$ cat config.mk
export PLATFORM = sky130hd
export DESIGN_NAME = flash_wp_guard
export DESIGN_NICKNAME = d
export VERILOG_FILES = /design/src/rtl/flash_wp_pkg.sv /design/src/rtl/wp_sync.sv /design/src/rtl/status_reg.sv /design/src/rtl/region_check.sv /design/src/rtl/flash_wp_guard.sv
export SDC_FILE = /design/constraint.sdc
export NUM_CORES = 1
export LEC_CHECK = 0
export BUFFER_PORTS_ARGS = -buffer_cell sky130_fd_sc_hd__buf_2
export CELL_PAD_IN_SITES_DETAIL_PLACEMENT = 1
export CELL_PAD_IN_SITES_GLOBAL_PLACEMENT = 1
export CORE_MARGIN = 2
export CORE_UTILIZATION = 20
export CTS_BUF_LIST = sky130_fd_sc_hd__clkbuf_4 sky130_fd_sc_hd__clkbuf_8
export CTS_CLUSTER_SIZE = 12
export DETAILED_ROUTE_END_ITERATION = 7
export PLACE_DENSITY = 0.86
export SYNTH_ARGS = -nofsm -noshare
export SYNTH_HDL_FRONTEND = slang
export SYNTH_SLANG_ARGS = --single-unit
$ cat constraint.sdc
create_clock -name clk -period 1.7 [get_ports clk]
set_clock_uncertainty 0.1 [all_clocks]
set_input_delay 0 -clock clk [delete_from_list [all_inputs] [get_ports clk]]
set_output_delay 0 -clock clk [all_outputs]
set_load 0.02 [all_outputs]
$ cat src/rtl/flash_wp_pkg.sv
`timescale 1ns/1ps
package flash_wp_pkg;

    parameter int ADDR_W = 20;

    localparam int BPL_POS = 7;
    localparam int AAI_POS = 6;
    localparam int LVL_HI  = 3;
    localparam int LVL_LO  = 2;

    typedef enum logic [1:0] {
        OP_PROG = 2'b00,
        OP_SECT = 2'b01,
        OP_CHIP = 2'b10,
        OP_RSVD = 2'b11
    } op_kind_e;

    typedef struct packed {
        logic       lock;
        logic       aai;
        logic [1:0] lvl;
    } guard_state_t;

    localparam guard_state_t STATE_RESET = '{lock: 1'b0, aai: 1'b0, lvl: 2'b11};

    function automatic logic [7:0] pack_status(guard_state_t s);
        logic [7:0] b;
        b = 8'h00;
        b[BPL_POS] = s.lock;
        b[AAI_POS] = s.aai;
        b[LVL_HI:LVL_LO] = s.lvl;
        return b;
    endfunction

    // top2 holds the two most significant address bits
    function automatic logic in_region(logic [1:0] lvl, logic [1:0] top2);
        case (lvl)
            2'b00:   return 1'b0;
            2'b01:   return top2 == 2'b11;
            2'b10:   return top2[1];
            default: return 1'b1;
        endcase
    endfunction

endpackage

$ cat src/rtl/wp_sync.sv
`timescale 1ns/1ps
module wp_sync #(
    parameter int STAGES = 2
) (
    input  logic clk,
    input  logic rst,
    input  logic pin_n,
    output logic level
);
    logic [STAGES-1:0] chain;

    generate
        if (STAGES == 1) begin : g_one
            always_ff @(posedge clk) begin
                if (rst) chain <= '1;
                else     chain <= pin_n;
            end
        end else begin : g_many
            always_ff @(posedge clk) begin
                if (rst) chain <= '1;
                else     chain <= {chain[STAGES-2:0], pin_n};
            end
        end
    endgenerate

    assign level = chain[STAGES-1];
endmodule

$ cat src/rtl/status_reg.sv
`timescale 1ns/1ps
module status_reg
    import flash_wp_pkg::*;
(
    input  logic         clk,
    input  logic         rst,
    input  logic         wrsr_req,
    input  logic [7:0]   wrsr_data,
    input  logic         wp_level,
    input  logic         aai_mode,
    output guard_state_t st
);
    logic frozen;
    logic unused_data;

    assign frozen      = !wp_level && st.lock;
    assign unused_data = ^{wrsr_data[6:4], wrsr_data[1:0]};

    always_ff @(posedge clk) begin
        if (rst) begin
            st <= STATE_RESET;
        end else begin
            st.aai <= aai_mode;
            if (wrsr_req && !frozen) begin
                st.lock <= wrsr_data[BPL_POS];
                st.lvl  <= wrsr_data[LVL_HI:LVL_LO];
            end
        end
    end

    p_write_r8: assert property (@(posedge clk) disable iff (rst)
        (wrsr_req && wp_level) |=> (st.lvl == $past(wrsr_data[3:2]) && st.lock == $past(wrsr_data[7])));

    p_frozen_r9: assert property (@(posedge clk) disable iff (rst)
        (wrsr_req && !wp_level && st.lock) |=> $stable({st.lock, st.lvl}));

    p_hold_r8: assert property (@(posedge clk) disable iff (rst)
        !wrsr_req |=> $stable({st.lock, st.lvl}));

    p_aai_set_r11: assert property (@(posedge clk) disable iff (rst)
        aai_mode |=> st.aai);

    p_aai_clr_r11: assert property (@(posedge clk) disable iff (rst)
        !aai_mode |=> !st.aai);
endmodule

$ cat src/rtl/region_check.sv
`timescale 1ns/1ps
module region_check
    import flash_wp_pkg::*;
(
    input  logic       clk,
    input  logic       rst,
    input  logic       op_req,
    input  op_kind_e   op_kind,
    input  logic [1:0] addr_top,
    input  logic [1:0] lvl,
    output logic       op_valid,
    output logic       op_allow
);
    logic grant;

    always_comb begin
        case (op_kind)
            OP_PROG, OP_SECT: grant = !in_region(lvl, addr_top);
            OP_CHIP:          grant = (lvl == 2'b00);
            default:          grant = 1'b0;
        endcase
    end

    always_ff @(posedge clk) begin
        if (rst) begin
            op_valid <= 1'b0;
            op_allow <= 1'b0;
        end else begin
            op_valid <= op_req;
            op_allow <= op_req && grant;
        end
    end

    p_valid_r2: assert property (@(posedge clk) disable iff (rst)
        op_req |=> op_valid);

    p_idle_r2: assert property (@(posedge clk) disable iff (rst)
        !op_req |=> !op_valid);

    p_full_r6: assert property (@(posedge clk) disable iff (rst)
        (op_req && lvl == 2'b11) |=> !op_allow);

    p_chip_r7: assert property (@(posedge clk) disable iff (rst)
        (op_req && op_kind == OP_CHIP && lvl != 2'b00) |=> !op_allow);

    p_free_r3: assert property (@(posedge clk) disable iff (rst)
        (op_req && lvl == 2'b00 && op_kind != OP_RSVD) |=> op_allow);
endmodule

$ cat src/rtl/flash_wp_guard.sv
`timescale 1ns/1ps
module flash_wp_guard
    import flash_wp_pkg::*;
#(
    parameter int AW        = flash_wp_pkg::ADDR_W,
    parameter int WP_STAGES = 2
) (
    input  logic          clk,
    input  logic          rst,
    input  logic          wrsr_req,
    input  logic [7:0]    wrsr_data,
    input  logic          wp_n,
    input  logic          aai_mode,
    input  logic          op_req,
    input  logic [1:0]    op_kind,
    input  logic [AW-1:0] op_addr,
    output logic [7:0]    status_byte,
    output logic          op_valid,
    output logic          op_allow
);
    localparam int TOP_LO = AW - 2;

    logic         wp_level;
    guard_state_t st;
    logic         unused_addr;

    assign unused_addr = ^op_addr[TOP_LO-1:0];

    wp_sync #(.STAGES(WP_STAGES)) u_sync (
        .clk   (clk),
        .rst   (rst),
        .pin_n (wp_n),
        .level (wp_level)
    );

    status_reg u_status (
        .clk       (clk),
        .rst       (rst),
        .wrsr_req  (wrsr_req),
        .wrsr_data (wrsr_data),
        .wp_level  (wp_level),
        .aai_mode  (aai_mode),
        .st        (st)
    );

    region_check u_region (
        .clk      (clk),
        .rst      (rst),
        .op_req   (op_req),
        .op_kind  (op_kind_e'(op_kind)),
        .addr_top (op_addr[AW-1:TOP_LO]),
        .lvl      (st.lvl),
        .op_valid (op_valid),
        .op_allow (op_allow)
    );

    assign status_byte = pack_status(st);

    p_status_pad_r8: assert property (@(posedge clk) disable iff (rst)
        (status_byte[5:4] == 2'b00) && (status_byte[1:0] == 2'b00));
endmodule

==> results.yml <==
route:
  drc_errors: 0
  vias_per_cell: 4.02
  drt_iter0_markers: 1
  final_antenna_net_count: 0
  dr.pass1.iters: 2
  totalWireLength_um: 755
  wl_per_cell_um: 9.21
  vias: 330
final_layout:
  diodes: 0
  drive_gt1_frac: 0.409
  area_delta_synth_final_pct: 65.9
  final_util: 0.364
  nNetsFinal: 104
synth:
  synthXorXnorAreaFrac: 0
  async_flop_share: 0
  synthFlopType: "dfxtp_1"
  ys_top_cells_by_area: "dfxtp_1 (47%), buf_4 (8.9%), nor2_1 (6.7%)"
  synth.most_common_cell: "dfxtp_1"
  synth.avg_cell_area_um2: 9.65
  synth_seq_area_share: 0.474
  synthSimpleGateAreaFrac: 0.226
  synth_mux_area_frac: 0.0593
  syn_inst: 35
  synth_commonest_cells: "dfxtp_1 (8), nor2_1 (6), buf_4 (4)"
  synth_area_um2: 338
  ys_types: 17
  synth_top_family_by_area: "simple AND/OR/NAND/NOR gates"
  synthAdderAreaFrac: 0
  yosysTopAreaCell: "dfxtp_1"
  yosys_warnings: 0
  synth_edf_count: 0
  synth-compound-area-share: 0.0963
  synth_top_area_share: 0.474
  ys_ff_latch: 8
placement:
  io_buffers: 18
  gp_congestion: 0.643
critical_path:
  required_ps: 1790
  crit_top_cell: "dlygate4sd3_1"
  slowest_stage: "dlygate4sd3_1"
  critical_path.startpoint: "rst"
  setup.worst_path.start_class: "input pin"
  endpoint_kind: "flop"
  crit_fanout: 9
  rr_startpoint: "u_status.st[0]"
  reg2reg_slack_ps: 170
  worstPathArrival_ps: 1680
  rr_worst_depth: 4
  path_cells: "dlygate4sd3_1, buf_2, nor2b_4, nand2_2, a311oi_2, dlygate4sd3_1"
  reg2reg_to: "u_region.op_allow"
  cpPeakStageDelay_ps: 560
  critPathKind: "input pin to flop"
global_route:
  grt_pass1_vias: 357
  grt_start_max_net_pins: 10
  track_usage: 0.0956
  antenna_found_initial: 0
  overflow: 0
  grt_pass1_wl_um: 1310
sta:
  min_period_ps: 1590
  slew_violations: 0
  finalSetupViolCount: 0
  holdWs_ps: 39.5
  hold_viol: 0
  max_freq_mhz: 629
  final.setup.tns_ps: 0
  period_share: 0.935
  rsz0062_at_grt: "false"
worst_hold_path:
  holdPathEnd: "u_status.st[1]"
  hold_path_class: "input pin to flop"
  hp-start: "wrsr_req"
  holdPathStages: 3
floorplanning:
  fp-row-count: 14
  io_pins: 46
  fp.dieArea_um2: 2030
  start_util: 0.219
  die_width_um: 45.1
  fp.dieH_um: 45.1
  coreArea_um2: 1540
power_and_ir_drop:
  p_leak_nw: 0.272
  power_per_cell_area_nw_per_um2: 756
  vdd_drop_max_uv: 379
cts:
  cts_made_buffers: 3
  clk_pin_slew_worst_paths_ps: 50
  cts_tree: "done"
  clock_sinks: 8
  clockRootBuffer: "clkbuf_4"
  clock_latency_ps: 240
  htree_levels: 1
  cts_buffer_depth: 2
  postCtsSetupBuffers: 0
run:
  maxCapViolCount: 0
run_status:
  status: "complete, no violations"
-- how the worst max path moves through the flow --
| stage | endpoint | slack, ps | depth (start not counted) |
|---|---|---|---|
| 6_report | u_region.op_allow | 110 | 6 |
| 5_1_grt | u_region.op_allow | 20 | 4 |
| 4_1_cts | u_region.op_allow | 130 | 6 |
| 3_5_place_dp | u_status.st[0] | 680 | 3 |
| 3_3_place_gp | u_status.st[0] | 710 | 3 |
| 2_1_floorplan | u_status.st[0] | 640 | 3 |
-- routing by layer --
metal,part of all wire,up-vias,global-route usage
li1,-,168,-
met1,0.33,148,0.0735
met2,0.59,12,0.186
met3,0.078,2,0.0480
met4,0.0093,0,0.0529
met5,0,-,0
-- per-stage QoR --
step | setup WS (ps) | total power [mW] | cell area [µm²] | instances
final | 111 | 0.424 | 561 | 82
after CTS | 133 | 0.433 | 561 | 82
after global routing | 22.0 | 0.461 | 561 | 82
after floorplan | 636 | 0.254 | 349 | 38
after global placement | 711 | 0.268 | 418 | 67
after detailed placement | 684 | 0.270 | 418 | 67
-- cell usage in the layout, fill, tap and decap left out, drive strengths merged --
| cell type | instances |
|---|---|
| clkbuf | 3 |
| or2 | 2 |
| nor3 | 1 |
| nand2 | 3 |
| conb | 4 |
| dlygate4sd3 | 12 |
| a311oi | 1 |
| mux2i | 2 |
| buf | 18 |
| nor2b | 1 |
| and2b | 1 |
| o21ai | 1 |
| inv | 1 |
| a21oi | 1 |
| a22oi | 1 |
| dfxtp | 8 |
| nor2 | 6 |
-- state kept, by name (all words and copies together), names as in the netlist --
register / count
u_sync.chain: 2
u_status.st: 4
u_region.op_allow: 1
u_region.op_valid: 1
-- worst max-delay path: cells and delay by family --
family / cells / cell delay [ps]
buf+inv: 3 / 1280
compound gates: 1 / 210
simple gates: 2 / 190
-- power by group --
part	internal, mW	switching, mW	leakage (nW)
combinational	0.0434	0.0387	0.192
clock	0.0803	0.0578	0.0138
sequential	0.198	0.00605	0.0662
-- final cells by class --
class                           instances  area, µm²
Clock buffer                            3       22.5
Fill cell                             190        981
Inverter                                1       3.75
Multi-Input combinational cell         24        144
Sequential cell                         8        160
Tap cell                               16       20.0
Timing Repair Buffer                   30        210
-- logic make-up (layout without fill, tap and decap cells) --
group / after synthesis / in the layout
compound gates: 4 / 4
flops: 8 / 8
simple gates: 14 / 14
mux: 2 / 2
buf+inv: 6 / 34
other cells: 1 / 4
-- timing repair --
item                      4_1_cts  5_1_grt
hold buffers                   12        0
hold endpoints to repair        8        0
gates resized for setup         0        0
Power figures use the tool's default switching activity.
